===== config.mk =====
export PLATFORM = sky130hd
export DESIGN_NAME = jtag_status_tap
export DESIGN_NICKNAME = d
export VERILOG_FILES = /design/src/rtl/tap_pkg.sv /design/src/rtl/tap_fsm.sv /design/src/rtl/tap_ir.sv /design/src/rtl/tap_dreg.sv /design/src/rtl/jtag_status_tap.sv
export SDC_FILE = /design/constraint.sdc
export NUM_CORES = 1
export LEC_CHECK = 0
export BUFFER_PORTS_ARGS = -buffer_cell sky130_fd_sc_hd__buf_2
export CAP_MARGIN = 20
export CORE_MARGIN = 2
export CORE_UTILIZATION = 60
export CTS_CLUSTER_DIAMETER = 50
export DETAILED_ROUTE_END_ITERATION = 8
export PLACE_DENSITY = 0.85
export SYNTH_ARGS = -nofsm -noshare
export SYNTH_HDL_FRONTEND = slang
export SYNTH_SLANG_ARGS = --single-unit

===== constraint.sdc =====
create_clock -name tck -period 6.3 [get_ports tck]
set_clock_uncertainty 0.15 [all_clocks]
set_input_delay 1.26 -clock tck [delete_from_list [all_inputs] [get_ports tck]]
set_output_delay 1.26 -clock tck [all_outputs]
set_load 0.02 [all_outputs]

===== src/rtl/tap_pkg.sv =====
package tap_pkg;

   typedef enum logic [3:0] {
      ST_TLR,  ST_RTI,
      ST_SDR,  ST_CDR, ST_SHDR, ST_E1DR, ST_PDR, ST_E2DR, ST_UDR,
      ST_SIR,  ST_CIR, ST_SHIR, ST_E1IR, ST_PIR, ST_E2IR, ST_UIR
   } tap_state_e;

   localparam int IR_W      = 5;
   localparam int NUM_FLT   = 3;
   localparam int MARK_W    = IR_W - NUM_FLT;

   localparam logic [IR_W-1:0]   OP_IDENT = 5'b00001;
   localparam logic [IR_W-1:0]   OP_UCODE = 5'b00011;
   localparam logic [IR_W-1:0]   OP_BYP   = 5'b11111;
   localparam logic [MARK_W-1:0] IR_MARK  = 2'b01;

endpackage


===== src/rtl/tap_fsm.sv =====
module tap_fsm
   import tap_pkg::*;
(
   input  logic       tck,
   input  logic       trst_n,
   input  logic       tms,
   output tap_state_e state
);

   tap_state_e nxt;

   always_comb begin
      case (state)
         ST_TLR:  nxt = tms ? ST_TLR  : ST_RTI;
         ST_RTI:  nxt = tms ? ST_SDR  : ST_RTI;
         ST_SDR:  nxt = tms ? ST_SIR  : ST_CDR;
         ST_CDR:  nxt = tms ? ST_E1DR : ST_SHDR;
         ST_SHDR: nxt = tms ? ST_E1DR : ST_SHDR;
         ST_E1DR: nxt = tms ? ST_UDR  : ST_PDR;
         ST_PDR:  nxt = tms ? ST_E2DR : ST_PDR;
         ST_E2DR: nxt = tms ? ST_UDR  : ST_SHDR;
         ST_UDR:  nxt = tms ? ST_SDR  : ST_RTI;
         ST_SIR:  nxt = tms ? ST_TLR  : ST_CIR;
         ST_CIR:  nxt = tms ? ST_E1IR : ST_SHIR;
         ST_SHIR: nxt = tms ? ST_E1IR : ST_SHIR;
         ST_E1IR: nxt = tms ? ST_UIR  : ST_PIR;
         ST_PIR:  nxt = tms ? ST_E2IR : ST_PIR;
         ST_E2IR: nxt = tms ? ST_UIR  : ST_SHIR;
         ST_UIR:  nxt = tms ? ST_SDR  : ST_RTI;
         default: nxt = ST_TLR;
      endcase
   end

   always_ff @(posedge tck or negedge trst_n) begin
      if (!trst_n) state <= ST_TLR;
      else         state <= nxt;
   end

endmodule


===== src/rtl/tap_ir.sv =====
module tap_ir
   import tap_pkg::*;
(
   input  logic               tck,
   input  logic               trst_n,
   input  tap_state_e         state,
   input  logic               tdi,
   input  logic [NUM_FLT-1:0] fault_strobe,
   output logic [IR_W-1:0]    ir_q,
   output logic [IR_W-1:0]    ir_sr,
   output logic [NUM_FLT-1:0] err_q
);

   logic [IR_W-1:0] cap_val;

   assign cap_val = {~err_q, IR_MARK};

   always_ff @(posedge tck or negedge trst_n) begin
      if (!trst_n) begin
         ir_sr <= {{NUM_FLT{1'b1}}, IR_MARK};
         ir_q  <= OP_IDENT;
      end else begin
         if (state == ST_CIR)       ir_sr <= cap_val;
         else if (state == ST_SHIR) ir_sr <= {tdi, ir_sr[IR_W-1:1]};
         if (state == ST_TLR)       ir_q  <= OP_IDENT;
         else if (state == ST_UIR)  ir_q  <= ir_sr;
      end
   end

   for (genvar k = 0; k < NUM_FLT; k++) begin : g_flag
      always_ff @(posedge tck or negedge trst_n) begin
         if (!trst_n) err_q[k] <= 1'b0;
         else         err_q[k] <= fault_strobe[k] | (err_q[k] & (state != ST_UIR));
      end
   end

endmodule


===== src/rtl/tap_dreg.sv =====
module tap_dreg #(
   parameter int           W   = 1,
   parameter logic [W-1:0] CAP = '0
) (
   input  logic tck,
   input  logic trst_n,
   input  logic cap_en,
   input  logic shift_en,
   input  logic tdi,
   output logic so
);

   logic [W-1:0] sr;

   if (W == 1) begin : g_one
      always_ff @(posedge tck or negedge trst_n) begin
         if (!trst_n)       sr <= CAP;
         else if (cap_en)   sr <= CAP;
         else if (shift_en) sr <= tdi;
      end
   end else begin : g_many
      always_ff @(posedge tck or negedge trst_n) begin
         if (!trst_n)       sr <= CAP;
         else if (cap_en)   sr <= CAP;
         else if (shift_en) sr <= {tdi, sr[W-1:1]};
      end
   end

   assign so = sr[0];

endmodule


===== src/rtl/jtag_status_tap.sv =====
module jtag_status_tap
   import tap_pkg::*;
#(
   parameter int              ID_W        = 32,
   parameter logic [ID_W-1:0] ID_VALUE    = 32'h1A5C_E0F3,
   parameter int              UC_W        = 32,
   parameter logic [UC_W-1:0] UC_VALUE    = '0,
   parameter bit              TDO_NEGEDGE = 1'b1
) (
   input  logic               tck,
   input  logic               trst_n,
   input  logic               tms,
   input  logic               tdi,
   input  logic [NUM_FLT-1:0] fault_strobe,
   output logic               tdo,
   output logic               tdo_oe
);

   if (ID_W < 2)           begin : g_bad_idw  $error("ID_W must be at least 2"); end
   if (ID_VALUE[0] != 1'b1) begin : g_bad_idv  $error("ID_VALUE bit 0 must be 1"); end
   if (UC_W < 1)           begin : g_bad_ucw  $error("UC_W must be at least 1"); end

   tap_state_e         state;
   logic [IR_W-1:0]    ir_q;
   logic [IR_W-1:0]    ir_sr;
   logic [NUM_FLT-1:0] err_q;
   logic               sel_id, sel_uc, sel_byp;
   logic               id_so, uc_so, byp_so, dr_so;
   logic               cdr, shdr, tdo_nx, oe_nx;

   tap_fsm u_fsm (.tck(tck), .trst_n(trst_n), .tms(tms), .state(state));

   tap_ir u_ir (
      .tck(tck), .trst_n(trst_n), .state(state), .tdi(tdi),
      .fault_strobe(fault_strobe), .ir_q(ir_q), .ir_sr(ir_sr), .err_q(err_q)
   );

   assign sel_id  = (ir_q == OP_IDENT);
   assign sel_uc  = (ir_q == OP_UCODE);
   assign sel_byp = !(sel_id || sel_uc);
   assign cdr     = (state == ST_CDR);
   assign shdr    = (state == ST_SHDR);

   tap_dreg #(.W(ID_W), .CAP(ID_VALUE)) u_id (
      .tck(tck), .trst_n(trst_n), .cap_en(cdr && sel_id),
      .shift_en(shdr && sel_id), .tdi(tdi), .so(id_so)
   );

   tap_dreg #(.W(UC_W), .CAP(UC_VALUE)) u_uc (
      .tck(tck), .trst_n(trst_n), .cap_en(cdr && sel_uc),
      .shift_en(shdr && sel_uc), .tdi(tdi), .so(uc_so)
   );

   tap_dreg #(.W(1), .CAP(1'b0)) u_byp (
      .tck(tck), .trst_n(trst_n), .cap_en(cdr && sel_byp),
      .shift_en(shdr && sel_byp), .tdi(tdi), .so(byp_so)
   );

   always_comb begin
      if (sel_id)      dr_so = id_so;
      else if (sel_uc) dr_so = uc_so;
      else             dr_so = byp_so;
   end

   assign oe_nx  = (state == ST_SHIR) || shdr;
   assign tdo_nx = !oe_nx ? 1'b0 : ((state == ST_SHIR) ? ir_sr[0] : dr_so);

   if (TDO_NEGEDGE) begin : g_tdo_neg
      always_ff @(negedge tck or negedge trst_n) begin
         if (!trst_n) begin
            tdo    <= 1'b0;
            tdo_oe <= 1'b0;
         end else begin
            tdo    <= tdo_nx;
            tdo_oe <= oe_nx;
         end
      end
   end else begin : g_tdo_comb
      assign tdo    = tdo_nx;
      assign tdo_oe = oe_nx;
   end

endmodule


==> results of run 1 <==
-- per-layer routing --
layer	vias up	GRT usage [%]
li1	1155	-
met1	1169	24.2
met2	32	29.9
met3	7	4.82
met4	0	7.92
met5	-	0
-- cell type report --
type / instances / area share (%)
sequential: 84 / 52.0
multi-input combinational: 203 / 35.0
inverter: 49 / 4.49
clock buffer: 11 / 3.70
tap: 77 / 2.35
timing repair buffer: 11 / 1.59
clock inverter: 5 / 0.886
-- report_power, final --
part	total [mW]	switching (mW)	internal [mW]
clock network	0.354	0.189	0.165
registers	0.840	0.128	0.711
logic	0.558	0.296	0.263
total	1.75	0.613	1.14
-- how the worst min path moves through the flow --
| stage | to | start |
|---|---|---|
| floorplan | u_ir.err_q[1] | u_ir.err_q[1] |
| global placement | u_ir.err_q[2] | u_ir.err_q[2] |
| detailed placement | u_ir.err_q[1] | u_ir.err_q[1] |
| CTS | u_ir.err_q[1] | u_ir.err_q[1] |
| global route | u_ir.err_q[1] | u_ir.err_q[1] |
| finish | u_ir.err_q[1] | u_ir.err_q[1] |
-- worst reg2reg max path, delay by kind of cell (launching register included) --
| family | cells | cell delay, ps |
|---|---|---|
| DFF | 1 | 650 |
| AOI/OAI and AO/OA | 1 | 230 |
| and+or+nand+nor | 1 | 790 |
-- sequential cells by signal, indices dropped and copies added, names as in the netlist --
signal and cells:
u_fsm.state 4, u_ir.ir_q 5, tdo_oe 1, tdo 1, u_uc.sr 32, u_byp.so 1
u_ir.err_q 3, u_ir.ir_sr 5, u_id.sr 32
-- cell usage in the layout, fill, tap and decap left out, drive strengths merged, types with 3 or more instances in the layout --
cell type / n
a211oi: 5
dfrtp: 61
nor2: 9
o21ai: 6
inv: 49
mux2: 20
mux2i: 48
nand2b: 11
dfstp: 21
a21o: 4
o22ai: 7
clkbuf: 11
buf: 11
clkinvlp: 3
nand2: 62
a21oi: 9
-- metrics by stage --
step           instance area [um2]  worst slack, ps  cells
2_1_floorplan                 3860             1270    360
3_3_place_gp                  3910             1210    424
3_5_place_dp                  3910             1220    424
4_1_cts                       4090              852    440
5_1_grt                       4090              837    440
6_report                      4090              867    440
-- kinds of logic after synthesis --
family          synth area share (%)
xor+xnor                       0.227
mux                             18.3
buf+inv                         8.08
compound gates                  6.49
flops                           55.2
simple gates                    11.7
==> results.toml, run 1 <==
[clock_tree]
clock-sinks = 84
h-tree-depth = 3
cts_buffer_depth = 2
clk_pin_slew_ps = 80
numCtsBuffers = 9
clock_latency_ps = 350
post_cts_buffers = 0
tritoncts = "yes"
clock-root-buffer = "clkbuf_8"
cts_hold_buf = 0
ctsResizeCount = 0

[floorplanning]
initial_core_util_pct = 61.4
design.core.area_mm2 = 0.00628
die_y_um = 84.2
die_x_um = 84.2
design.die.area_mm2 = 0.00708
ioPinCount = 9
num_rows = 29

[global_routing]
grt_max_degree = 67
overflow = 0
grt_pass1_vias = 2363
antenna_found_initial = 0
grtUsageTotal_pct = 18.6
grt_pass1_wl_um = 10500

[timing]
setup_violations = 0
hold_viol_final = 0
maxSlewHeadroom_pct = 35.5
rsz0062_at_grt = "no"
whs_ps = 337
tns_ps = 0
maxSlewViolCount = 0
tightest_slew_ps = 966

[power]
vdd_drop_max_v = 0.000276
leakagePower_nw = 1.76
powerDensity_mw_per_mm2 = 428
power.total_mw = 1.75

[setup_path]
cp-endpoint = "tdo"
crit_chain = "buf_2"
worstRegToRegCells = 2
r2r_slack_ps = 1330
cp.depth = 1
end_kind = "output pin"
cp.arrival_ps = 4020
crit_slowest_cell = "dfrtn_1"
slowest_delay_ps = 390
path_class = "reg -> out"
timing.critical_path.from = "tdo"
startpoint_type = "flop"
cp_num_buf_inv = 1
path_delay_family = "flip-flops"
rr_endpoint = "tdo"
critical_path_required_ps = 4890
cp_max_fo = 1
r2r_start = "u_fsm.state[0]"

[final_layout]
synthToLayoutAreaGrowth_pct = 6.16
utilization_pct = 65.2
fillerInstances = 473
antenna-diode-count = 0
regArea_mm2 = 0.00213
fin_nets = 365
drive_gt1_share_pct = 16.8
multiInputGateArea_mm2 = 0.00143

[synth]
yosysTopAreaCell = "dfrtp_1"
synthesis.nets = 367
synthArstFlopShare_pct = 100
synth_edf_count = 0
yosys-top-cells-count = "nand2_1, dfrtp_1, inv_1"
synth_seq_area_share_pct = 55.2
synthTopCellsByArea = "dfrtp_1, dfstp_2, mux2i_1, nand2_1, inv_1"
yosys.area.top_type_share_pct = 39.6
synth_most_common_cell = "nand2_1"
synth_cells = 360
synthFlopType = "dfrtp_1"
synthDistinctLibCells = 40
avgSynthCellArea_um2 = 10.7
synth-seq-cells = 84
synth-warning-count = 0
synth_area_mm2 = 0.00386

[hold_path]
holdPathStages = 1
hp-class = "reg -> reg"

[drt]
drtIter0Drc = 142
vias = 2363
wire_per_inst_um = 13.6
wl_met3_um = 160
vias_per_cell = 5.37
drt_first_pass_iters = 4
dr.max_layer_used = "met4"
wl_um = 5970
wl_met2_um = 3000
wl_met1_um = 2710
drtAntennaViolNets = 0
route.detailed.drc = 0

[job]
cap_violations = 0

[placed_design]
place.gp.congestion = 0.846
hpwlAfterDp_um = 3770
port_buffers = 8

[outcome]
status = "finished clean"
Note: power is estimated with default switching activity, not from simulation.
==> inputs of run 2 (changes only) <==
--- a/config.mk
+++ b/config.mk
@@ -5,6 +5,7 @@
 export SDC_FILE = /design/constraint.sdc
 export NUM_CORES = 1
 export LEC_CHECK = 0
+export ABC_AREA = 1
 export BUFFER_PORTS_ARGS = -buffer_cell sky130_fd_sc_hd__buf_2
 export CAP_MARGIN = 20
 export CORE_MARGIN = 2
==> run 2 against run 1 <==
Worst hold slack gained 1.9 ps. Worst setup slack is essentially flat. Largest cell class unchanged. Total power grew 2.2%. Critical path type unchanged. Critical endpoint unchanged.
==> results.toml, run 2 <==
[synth]
synthTopCellsByArea = "dfrtp_1, nand2_1, dfstp_2, inv_1, o21ai_1"
synthArstFlopShare_pct = 100
synth_cells = 448
synth_seq_area_share_pct = 56.4
synthDistinctLibCells = 24
synth_edf_count = 0
synthFlopType = "dfrtp_1"
yosysTopAreaCell = "dfrtp_1"
yosys.area.top_type_share_pct = 40.4
synth-warning-count = 0
yosys-top-cells-count = "nand2_1, inv_1, dfrtp_1"
synth_most_common_cell = "nand2_1"
synth_area_mm2 = 0.00378
synthesis.nets = 455
synth-seq-cells = 84
avgSynthCellArea_um2 = 8.43

[timing]
maxSlewViolCount = 0
tightest_slew_ps = 824
hold_viol_final = 0
rsz0062_at_grt = "no"
tns_ps = 0
setup_violations = 0
maxSlewHeadroom_pct = 45.1

[placed_design]
hpwlAfterDp_um = 4150
dpl.cell_count = 514
place.gp.congestion = 0.966
port_buffers = 8

[final_layout]
largestRegisters = "u_id.sr: 32 flops, u_uc.sr: 32 flops"
stdcell_count = 530
drive_gt1_share_pct = 14.9
final_common_cell = "nand2_1"
utilization_pct = 67.2
fillerInstances = 456
most-common-layout-cells = "nand2_1, inv_1, dfrtp_1"
synthToLayoutAreaGrowth_pct = 6.66
fin_nets = 457
antenna-diode-count = 0

[power]
power.total_mw = 1.79
vdd_drop_max_v = 0.000239
leakagePower_nw = 2.05
powerDensity_mw_per_mm2 = 445

[drt]
route.detailed.drc = 0
drt_first_pass_iters = 4
drtAntennaViolNets = 0
drtIter0Drc = 292
vias = 2793
wl_um = 6530
wire_per_inst_um = 12.3
vias_per_cell = 5.27

[global_routing]
grt_max_degree = 68
grt_pass1_wl_um = 11700
grt_pass1_vias = 2703
overflow = 0
grtUsageTotal_pct = 20.9
antenna_found_initial = 0

[floorplanning]
initial_core_util_pct = 63.0
die_y_um = 83.3
die_x_um = 83.3
num_rows = 28
design.die.area_mm2 = 0.00694
design.core.area_mm2 = 0.00599
ioPinCount = 9

[clock_tree]
numCtsBuffers = 9
h-tree-depth = 3
clock-sinks = 84
cts_hold_buf = 0
clock_latency_ps = 370
ctsResizeCount = 0
cts_buffer_depth = 2
clock-root-buffer = "clkbuf_8"
tritoncts = "yes"
clk_pin_slew_ps = 90
post_cts_buffers = 0

[setup_path]
cp-endpoint = "tdo"
timing.critical_path.from = "tdo"
end_kind = "output pin"
path_class = "reg -> out"
rr_endpoint = "tdo"
crit_chain = "buf_2"
cp_max_fo = 1
slowest_delay_ps = 380
cp.arrival_ps = 4020
cp_num_buf_inv = 1
r2r_start = "u_ir.ir_q[3]"
r2r_slack_ps = 1650
critical_path_required_ps = 4890
crit_slowest_cell = "dfrtn_1"
cp.depth = 1
startpoint_type = "flop"
worstRegToRegCells = 6
path_delay_family = "flip-flops"

[hold_path]
hp-class = "reg -> reg"

[job]
cap_violations = 0

[outcome]
status = "finished clean"
[run 2: worst min path at each step]
stage	start	to	slack (ps)	cells after the start
2_1_floorplan	u_uc.sr[22]	u_uc.sr[22]	310	2
3_5_place_dp	u_uc.sr[22]	u_uc.sr[22]	320	2
3_3_place_gp	u_uc.sr[25]	u_uc.sr[25]	320	2
4_1_cts	u_uc.sr[22]	u_uc.sr[22]	340	2
5_1_grt	u_uc.sr[22]	u_uc.sr[22]	360	2
6_report	u_uc.sr[24]	u_uc.sr[24]	340	2
[run 2: routing by layer]
layer	GRT usage [%]	routed length (um)
met1	28.3	3190
met2	32.0	2960
met5	0	0
met3	3.88	204
met4	11.2	182
[run 2: kinds of logic (layout without fill, tap and decap cells)]
group / Yosys count / in the layout / share of synthesized area, %
buffers and inverters: 85 / 92 / 9.21
AND/OR/NAND/NOR: 193 / 193 / 21.3
AO/OA/AOI/OAI: 86 / 86 / 13.2
flip-flops: 84 / 84 / 56.4
[run 2: final cells by class]
class / count / area, um2 / area share, %
Sequential cell: 84 / 2130 / 52.8
Tap cell: 75 / 93.8 / 2.33
Multi-Input combinational cell: 279 / 1300 / 32.3
Inverter: 66 / 248 / 6.15
Timing Repair Buffer: 10 / 57.6 / 1.43
Clock inverter: 7 / 76.3 / 1.89
Clock buffer: 9 / 124 / 3.08
[run 2: per-stage QoR]
stage | hold slack (ps) | instance area, um2 | setup WS [ps]
floorplan | 305 | 3780 | 1270
global placement | 315 | 3830 | 1230
detailed placement | 320 | 3830 | 1230
CTS | 339 | 4030 | 859
global route | 356 | 4030 | 827
finish | 339 | 4030 | 867
[run 2: power breakdown]
group | internal, mW | switching, mW | total [mW]
logic | 0.191 | 0.418 | 0.609
registers | 0.726 | 0.0696 | 0.796
clock network | 0.185 | 0.201 | 0.386
